File: src/rtl/accel_ctl_pkg.sv
package accel_ctl_pkg;

  // Register offsets (byte addresses)
  localparam int OFS_CTRL = 'h00;
  localparam int OFS_GIE  = 'h04;
  localparam int OFS_IER  = 'h08;
  localparam int OFS_ISR  = 'h0C;

  // Parameter word placement
  localparam int PARAM_BASE   = 'h10;
  localparam int PARAM_STRIDE = 8;

  // Control word bit positions
  localparam int CB_START = 0;
  localparam int CB_DONE  = 1;
  localparam int CB_IDLE  = 2;
  localparam int CB_READY = 3;
  localparam int CB_AUTO  = 7;

  // Interrupt channel indices
  localparam int CH_DONE  = 0;
  localparam int CH_READY = 1;

  typedef struct packed {
    logic auto_rs;
    logic ready;
    logic idle;
    logic done;
    logic start;
  } ctl_state_t;

endpackage

File: src/rtl/accel_ctl_handshake.sv
module accel_ctl_handshake
  import accel_ctl_pkg::*;
(
  input  logic       clk,
  input  logic       rst_n,
  input  logic       wr_ctl,
  input  logic       wr_start,
  input  logic       wr_auto,
  input  logic       rd_ctl,
  input  logic       core_done,
  input  logic       core_ready,
  output ctl_state_t st
);

  logic launch_sw, launch_auto, launch;

  assign launch_sw   = wr_ctl & wr_start;
  assign launch_auto = core_done & st.auto_rs;
  assign launch      = launch_sw | launch_auto;

  always_ff @(posedge clk or negedge rst_n) begin
    if (!rst_n) begin
      st.start   <= 1'b0;
      st.done    <= 1'b0;
      st.idle    <= 1'b1;
      st.ready   <= 1'b0;
      st.auto_rs <= 1'b0;
    end else begin
      // start: set by launch, cleared by the core's acceptance
      if (launch)          st.start <= 1'b1;
      else if (core_ready) st.start <= 1'b0;

      // done: event beats clear-on-read
      if (core_done)   st.done <= 1'b1;
      else if (rd_ctl) st.done <= 1'b0;

      // ready: pulse sets, next launch clears
      if (core_ready)  st.ready <= 1'b1;
      else if (launch) st.ready <= 1'b0;

      // idle: busy from launch until a done with nothing pending
      if (launch)                      st.idle <= 1'b0;
      else if (core_done && !st.start) st.idle <= 1'b1;

      if (wr_ctl) st.auto_rs <= wr_auto;
    end
  end

  assert_start_on_write_R2: assert property (@(posedge clk) disable iff (!rst_n)
    (wr_ctl && wr_start) |=> st.start);

  assert_start_clears_R2: assert property (@(posedge clk) disable iff (!rst_n)
    (core_ready && !wr_ctl && !core_done) |=> !st.start);

  assert_done_sets_R3: assert property (@(posedge clk) disable iff (!rst_n)
    core_done |=> st.done);

  assert_done_clear_on_read_R3: assert property (@(posedge clk) disable iff (!rst_n)
    (rd_ctl && !core_done) |=> !st.done);

  assert_idle_drops_R4: assert property (@(posedge clk) disable iff (!rst_n)
    (wr_ctl && wr_start) |=> !st.idle);

  assert_auto_relaunch_R6: assert property (@(posedge clk) disable iff (!rst_n)
    (core_done && st.auto_rs) |=> st.start);

endmodule

File: src/rtl/accel_ctl_irq.sv
module accel_ctl_irq #(
  parameter int NUM_CH = 2
) (
  input  logic              clk,
  input  logic              rst_n,
  input  logic              wr_gie,
  input  logic              wr_ier,
  input  logic              wr_isr,
  input  logic [NUM_CH-1:0] wbits,
  input  logic [NUM_CH-1:0] evt,
  output logic              gie,
  output logic [NUM_CH-1:0] ier,
  output logic [NUM_CH-1:0] isr,
  output logic              irq
);

  logic [NUM_CH-1:0] set_evt;

  always_ff @(posedge clk or negedge rst_n) begin
    if (!rst_n) begin
      gie <= 1'b0;
      ier <= '0;
    end else begin
      if (wr_gie) gie <= wbits[0];
      if (wr_ier) ier <= wbits;
    end
  end

  genvar c;
  generate
    for (c = 0; c < NUM_CH; c++) begin : g_ch
      assign set_evt[c] = evt[c] & ier[c];

      always_ff @(posedge clk or negedge rst_n) begin
        if (!rst_n)                  isr[c] <= 1'b0;
        else if (set_evt[c])         isr[c] <= 1'b1;
        else if (wr_isr && wbits[c]) isr[c] <= ~isr[c];
      end

      assert_status_sets_R8: assert property (@(posedge clk) disable iff (!rst_n)
        set_evt[c] |=> isr[c]);

      assert_masked_event_R8: assert property (@(posedge clk) disable iff (!rst_n)
        (evt[c] && !ier[c] && !(wr_isr && wbits[c])) |=> $stable(isr[c]));

      assert_toggle_R9: assert property (@(posedge clk) disable iff (!rst_n)
        (wr_isr && wbits[c] && !set_evt[c]) |=> (isr[c] != $past(isr[c])));
    end
  endgenerate

  assign irq = gie & (|isr);

  assert_irq_follows_event_R10: assert property (@(posedge clk) disable iff (!rst_n)
    (gie && (|set_evt) && !wr_gie) |=> irq);

endmodule

File: src/rtl/accel_ctl_param_bank.sv
module accel_ctl_param_bank #(
  parameter int ADDR_W  = 8,
  parameter int PARAM_W = 16,
  parameter int NUM     = 10,
  parameter int BASE    = 'h10,
  parameter int STRIDE  = 8
) (
  input  logic               clk,
  input  logic               rst_n,
  input  logic               wr_en,
  input  logic [ADDR_W-1:0]  wr_addr,
  input  logic [PARAM_W-1:0] wr_data,
  input  logic [ADDR_W-1:0]  rd_addr,
  output logic               rd_hit,
  output logic [PARAM_W-1:0] rd_val
);

  logic [PARAM_W-1:0] word [NUM];
  logic [NUM-1:0]     wr_sel;
  logic [NUM-1:0]     rd_sel;

  genvar i;
  generate
    for (i = 0; i < NUM; i++) begin : g_word
      localparam logic [ADDR_W-1:0] SLOT_OFS = ADDR_W'(BASE + i * STRIDE);

      assign wr_sel[i] = wr_en && (wr_addr == SLOT_OFS);
      assign rd_sel[i] = (rd_addr == SLOT_OFS);

      always_ff @(posedge clk or negedge rst_n) begin
        if (!rst_n)         word[i] <= '0;
        else if (wr_sel[i]) word[i] <= wr_data;
      end

      assert_param_store_R11: assert property (@(posedge clk) disable iff (!rst_n)
        (wr_en && wr_addr == SLOT_OFS) |=> (word[i] == $past(wr_data)));

      assert_param_hold_R12: assert property (@(posedge clk) disable iff (!rst_n)
        !(wr_en && wr_addr == SLOT_OFS) |=> $stable(word[i]));
    end
  endgenerate

  always_comb begin
    rd_val = '0;
    for (int k = 0; k < NUM; k++) begin
      if (rd_sel[k]) rd_val = word[k];
    end
  end

  assign rd_hit = |rd_sel;

endmodule

File: src/rtl/accel_ctl_regs.sv
module accel_ctl_regs
  import accel_ctl_pkg::*;
#(
  parameter int ADDR_W     = 8,
  parameter int DATA_W     = 32,
  parameter int PARAM_W    = 16,
  parameter int NUM_PARAMS = 10
) (
  input  logic              clk,
  input  logic              rst_n,
  input  logic [ADDR_W-1:0] bus_addr,
  input  logic              bus_wr_en,
  input  logic [DATA_W-1:0] bus_wdata,
  input  logic              bus_rd_en,
  output logic [DATA_W-1:0] bus_rdata,
  output logic              bus_rd_valid,
  output logic              core_start,
  input  logic              core_ready,
  input  logic              core_done,
  output logic              irq
);

  localparam int NUM_CH = 2;

  logic at_ctrl, at_gie, at_ier, at_isr;
  logic unused_wbits;

  assign at_ctrl = (bus_addr == ADDR_W'(OFS_CTRL));
  assign at_gie  = (bus_addr == ADDR_W'(OFS_GIE));
  assign at_ier  = (bus_addr == ADDR_W'(OFS_IER));
  assign at_isr  = (bus_addr == ADDR_W'(OFS_ISR));
  assign unused_wbits = ^bus_wdata[DATA_W-1:PARAM_W];

  // Launch / done / idle / ready tracking
  ctl_state_t st;

  accel_ctl_handshake u_hs (
    .clk        (clk),
    .rst_n      (rst_n),
    .wr_ctl     (bus_wr_en && at_ctrl),
    .wr_start   (bus_wdata[CB_START]),
    .wr_auto    (bus_wdata[CB_AUTO]),
    .rd_ctl     (bus_rd_en && at_ctrl),
    .core_done  (core_done),
    .core_ready (core_ready),
    .st         (st)
  );

  assign core_start = st.start;

  // Interrupt unit
  logic              gie;
  logic [NUM_CH-1:0] ier, isr, ev;

  always_comb begin
    ev           = '0;
    ev[CH_DONE]  = core_done;
    ev[CH_READY] = core_ready;
  end

  accel_ctl_irq #(.NUM_CH(NUM_CH)) u_irq (
    .clk    (clk),
    .rst_n  (rst_n),
    .wr_gie (bus_wr_en && at_gie),
    .wr_ier (bus_wr_en && at_ier),
    .wr_isr (bus_wr_en && at_isr),
    .wbits  (bus_wdata[NUM_CH-1:0]),
    .evt    (ev),
    .gie    (gie),
    .ier    (ier),
    .isr    (isr),
    .irq    (irq)
  );

  // Parameter storage
  logic               p_hit;
  logic [PARAM_W-1:0] p_val;

  accel_ctl_param_bank #(
    .ADDR_W (ADDR_W),
    .PARAM_W(PARAM_W),
    .NUM    (NUM_PARAMS),
    .BASE   (PARAM_BASE),
    .STRIDE (PARAM_STRIDE)
  ) u_params (
    .clk     (clk),
    .rst_n   (rst_n),
    .wr_en   (bus_wr_en),
    .wr_addr (bus_addr),
    .wr_data (bus_wdata[PARAM_W-1:0]),
    .rd_addr (bus_addr),
    .rd_hit  (p_hit),
    .rd_val  (p_val)
  );

  // Read mux and registered return path
  logic [DATA_W-1:0] rd_word;
  logic              rsvd;

  assign rsvd = !(at_ctrl || at_gie || at_ier || at_isr || p_hit);

  always_comb begin
    rd_word = '0;
    if (at_ctrl) begin
      rd_word[CB_START] = st.start;
      rd_word[CB_DONE]  = st.done;
      rd_word[CB_IDLE]  = st.idle;
      rd_word[CB_READY] = st.ready;
      rd_word[CB_AUTO]  = st.auto_rs;
    end else if (at_gie) begin
      rd_word[0] = gie;
    end else if (at_ier) begin
      rd_word[NUM_CH-1:0] = ier;
    end else if (at_isr) begin
      rd_word[NUM_CH-1:0] = isr;
    end else if (p_hit) begin
      rd_word[PARAM_W-1:0] = p_val;
    end
  end

  always_ff @(posedge clk or negedge rst_n) begin
    if (!rst_n) begin
      bus_rdata    <= '0;
      bus_rd_valid <= 1'b0;
    end else begin
      bus_rd_valid <= bus_rd_en;
      if (bus_rd_en) bus_rdata <= rd_word;
    end
  end

  assert_read_latency_R13: assert property (@(posedge clk) disable iff (!rst_n)
    bus_rd_en |=> bus_rd_valid);

  assert_no_spurious_valid_R13: assert property (@(posedge clk) disable iff (!rst_n)
    !bus_rd_en |=> !bus_rd_valid);

  assert_reserved_zero_R12: assert property (@(posedge clk) disable iff (!rst_n)
    (bus_rd_en && rsvd) |=> (bus_rdata == '0));

  assert_irq_needs_enable_R10: assert property (@(posedge clk) disable iff (!rst_n)
    irq |-> gie);

endmodule

File: config.mk
export PLATFORM = sky130hd
export DESIGN_NAME = accel_ctl_regs
export DESIGN_NICKNAME = d
export VERILOG_FILES = /design/src/rtl/accel_ctl_pkg.sv /design/src/rtl/accel_ctl_handshake.sv /design/src/rtl/accel_ctl_irq.sv /design/src/rtl/accel_ctl_param_bank.sv /design/src/rtl/accel_ctl_regs.sv
export SDC_FILE = /design/constraint.sdc
export NUM_CORES = 1
export LEC_CHECK = 0
export ABC_AREA = 1
export BUFFER_PORTS_ARGS = -buffer_cell sky130_fd_sc_hd__buf_2
export CAP_MARGIN = 5
export CORE_UTILIZATION = 35
export CTS_CLUSTER_DIAMETER = 40
export DETAILED_ROUTE_END_ITERATION = 8
export GPL_TIMING_DRIVEN = 0
export PLACE_DENSITY = 0.54
export SYNTH_ARGS = -nofsm -noshare
export SYNTH_HDL_FRONTEND = slang
export SYNTH_SLANG_ARGS = --single-unit
File: constraint.sdc
create_clock -name clk -period 3.6 [get_ports clk]
set_clock_uncertainty 0.15 [all_clocks]
set_input_delay 0.72 -clock clk [delete_from_list [all_inputs] [get_ports clk]]
set_output_delay 0.72 -clock clk [all_outputs]
set_load 0.005 [all_outputs]
==> results.sh <==
export IMPL_outcome="completed"
export IMPL_die_h_um=157
export IMPL_yosysSeqAreaShare_pct=55.5
export IMPL_fill_cells=2457
export IMPL_final_cell_mix="nand2_1 (348), dfrtp_1 (186), o21ai_0 (157)"
export IMPL_ant_nets=0
export IMPL_io_pins=81
export IMPL_avgSynthCellArea_um2=8.42
export IMPL_async_flop_share_pct=100
export IMPL_regToRegEndpoint="bus_rdata[0]"
export IMPL_tns_ps=0
export IMPL_p_int_uw=3340
export IMPL_initialDrtViolationCount=513
export IMPL_cts_resized=0
export IMPL_cp_required_ps=3770
export IMPL_combPwrFrac_pct=5.4
export IMPL_drv_slew=0
export IMPL_ys_ff_latch=187
export IMPL_cts_max_level=4
export IMPL_power_share_sequential_pct=50.4
export IMPL_netlist_instances=1001
export IMPL_synth_cell_type_count=40
export IMPL_vias=6858
export IMPL_core_area_mm2=0.0235
export IMPL_crit_type="in -> reg"
export IMPL_rsz0062_at_grt="false"
export IMPL_cap_viol_max_count=0
export IMPL_antenna_found_initial=0
export IMPL_io_buffers=48
export IMPL_cp_start_kind="primary input"
export IMPL_cts_sinks=187
export IMPL_crit_start="bus_addr[0]"
export IMPL_drc=0
export IMPL_worstSetupEndpointType="flop"
export IMPL_regArea_mm2=0.00468
export IMPL_hold_path_class="in -> async"
export IMPL_grt_pass1_wl_mm=35.8
export IMPL_wl_per_cell_um=15.7
export IMPL_row_count=56
export IMPL_period_share_pct=65.2
export IMPL_synth_ff_type="dfrtp_1"
export IMPL_power_density_mw_per_mm2=454
export IMPL_timing_rr_start="u_params.word[96]"
export IMPL_fin_area_mm2=0.00978
export IMPL_cts_tree="yes"
export IMPL_netlist_area_mm2=0.00843
export IMPL_cts_root_buf="clkbuf_16"
export IMPL_fin_cells=1416
export IMPL_crit_fanout=10
export IMPL_firstDrtPassIters=5
export IMPL_final_nets=1130
export IMPL_multi_input_area_mm2=0.00324
export IMPL_worst_setup_path_endpoint="bus_rdata[7]"
export IMPL_finalSetupViolCount=0
export IMPL_ctsHoldBuffers=0
export IMPL_antenna_cells=0
export IMPL_place_gp_congestion=0.799
export IMPL_clk_insertion_delay_late_ps=430
export IMPL_clockBufferDepth=2
export IMPL_post_cts_buffers=0
export IMPL_final_hold_viol_count=0
export IMPL_wl_mm=22.3
export IMPL_grt_pass1_vias=6568
export IMPL_die_x_um=157
export IMPL_cts_buffers=17
export IMPL_reg2reg_depth=13
export IMPL_critical_path_arrival_ps=2510
export IMPL_worstMarginPinSlew_ps=824
export IMPL_ys_warn_count=0
export IMPL_grt_usage_pct=19.1
export IMPL_drive_above_1_share_pct=13.1
export IMPL_layout_min_cycle_time_ps=2350
export IMPL_p_switching_uw=1100
export IMPL_path_clk_slew_ps=70
export IMPL_grt_start_max_net_pins=103
export IMPL_globalRouteOverflowTotal=0
export IMPL_area_growth_pct=16.0
export IMPL_fmax_mhz=426
export IMPL_hpwl_mm=16.0
export IMPL_initial_utilization_pct=35.8
export IMPL_pwr_share_clk_pct=44.1
export IMPL_placed_area_mm2=0.00917
export IMPL_final_core_util_pct=41.5
export IMPL_slew_headroom_pct=45.1
export IMPL_power_leakage_uw=0.00488
export IMPL_synth_edff_count=0
export IMPL_die_area_mm2=0.0247
export IMPL_peakVddDrop_mv=0.307
export IMPL_dp_cells=1384
export IMPL_total_power_uw=4440
export IMPL_final_common_cell="nand2_1"
export IMPL_viasPerCell=4.84
export IMPL_p_sw_share_pct=24.7
export IMPL_r2r_slack_ps=1950
-- synthesized netlist by cell type, types with 2 or more instances --
library cell / instances / area share [%]
nand2_1: 348 / 15
dfrtp_1: 186 / 55
o21ai_0: 157 / 9.3
inv_1: 45 / 2.0
nor2_1: 38 / 1.7
clkbuf_1: 34 / 1.5
nand3_1: 25 / 1.5
a21oi_1: 23 / 1.4
o21ai_1: 21 / 1.2
buf_4: 18 / 1.6
nand4_1: 13 / 0.96
o221ai_1: 12 / 1.2
buf_2: 11 / 0.65
or2_2: 8 / 0.59
inv_2: 6 / 0.27
nand3b_1: 6 / 0.53
nor3_1: 6 / 0.36
or2_0: 6 / 0.45
nand2_2: 5 / 0.37
buf_6: 4 / 0.53
nor2_4: 3 / 0.40
o21bai_1: 3 / 0.27
a22oi_1: 2 / 0.18
nor2_2: 2 / 0.15
nor2_8: 2 / 0.47
nor4_1: 2 / 0.15
or2_1: 2 / 0.15
-- per-stage QoR --
step	hold slack, ps	worst slack (ps)
finish	164	1250
global route	250	1010
CTS	227	1260
detailed placement	310	808
global placement	310	-1630
floorplan	274	1430
-- critical path, stage by stage --
cell and delay [ps]:
buf_2 90, inv_1 80, nand2_4 100, nor2_4 200, nand2_1 160, buf_2 240
o221ai_1 230, nand2_1 90, o21ai_0 130, nand4_1 240, nand2_1 140, nand3_1 70
-- power groups by stage --
| stage | combinational (uW) | sequential (uW) | clock, uW |
|---|---|---|---|
| floorplan | 134 | 2270 | 0 |
| global placement | 240 | 2280 | 0 |
| detailed placement | 250 | 2280 | 0 |
| CTS | 250 | 2240 | 2000 |
| global route | 284 | 2250 | 2080 |
| finish | 242 | 2240 | 1960 |
-- worst min-delay path by stage --
stage / end / slack, ps / from
2_1_floorplan: bus_rd_valid / 270 / rst_n
3_3_place_gp: u_params.word[97] / 310 / u_params.word[97]
3_5_place_dp: bus_rdata[4] / 310 / bus_rdata[4]
4_1_cts: u_params.word[128] / 230 / rst_n
5_1_grt: u_params.word[129] / 250 / rst_n
6_report: u_params.word[131] / 160 / rst_n
-- logic make-up (layout without fill, tap and decap cells) --
logic type	count (synthesis)	after routing	synth area share [%]
other	1	16	0.0445
AO/OA/AOI/OAI	226	226	14.4
buffers and inverters	120	201	6.69
flip-flops	187	187	55.5
AND/OR/NAND/NOR	467	467	23.4
-- routing by layer --
| metal | vias up | share of wire, % | routed length (um) | track usage, % |
|---|---|---|---|---|
| met5 | - | 0 | 0 | 0 |
| met1 | 3325 | 48 | 10700 | 26.2 |
| met4 | 0 | 0.86 | 191 | 3.93 |
| met2 | 113 | 48 | 10600 | 31.8 |
| li1 | 3404 | - | - | - |
| met3 | 16 | 3.2 | 714 | 3.03 |
-- state kept, by name, indices dropped and copies added (netlist names) --
register       count
u_irq.gie          1
u_irq.ier          2
u_irq.isr          2
u_params.word    160
bus_rdata         16
u_hs.st            5
bus_rd_valid       1
-- layout make-up --
cell class	count	share of cell area (%)
buffer	67	3.71
clock buffer	18	4.49
clock inverter	14	1.82
inverter	53	2.06
multi-input combinational	709	33.2
sequential	187	47.9
tap	319	4.08
timing repair buffer	49	2.84
(Power assumes the default switching activity.)
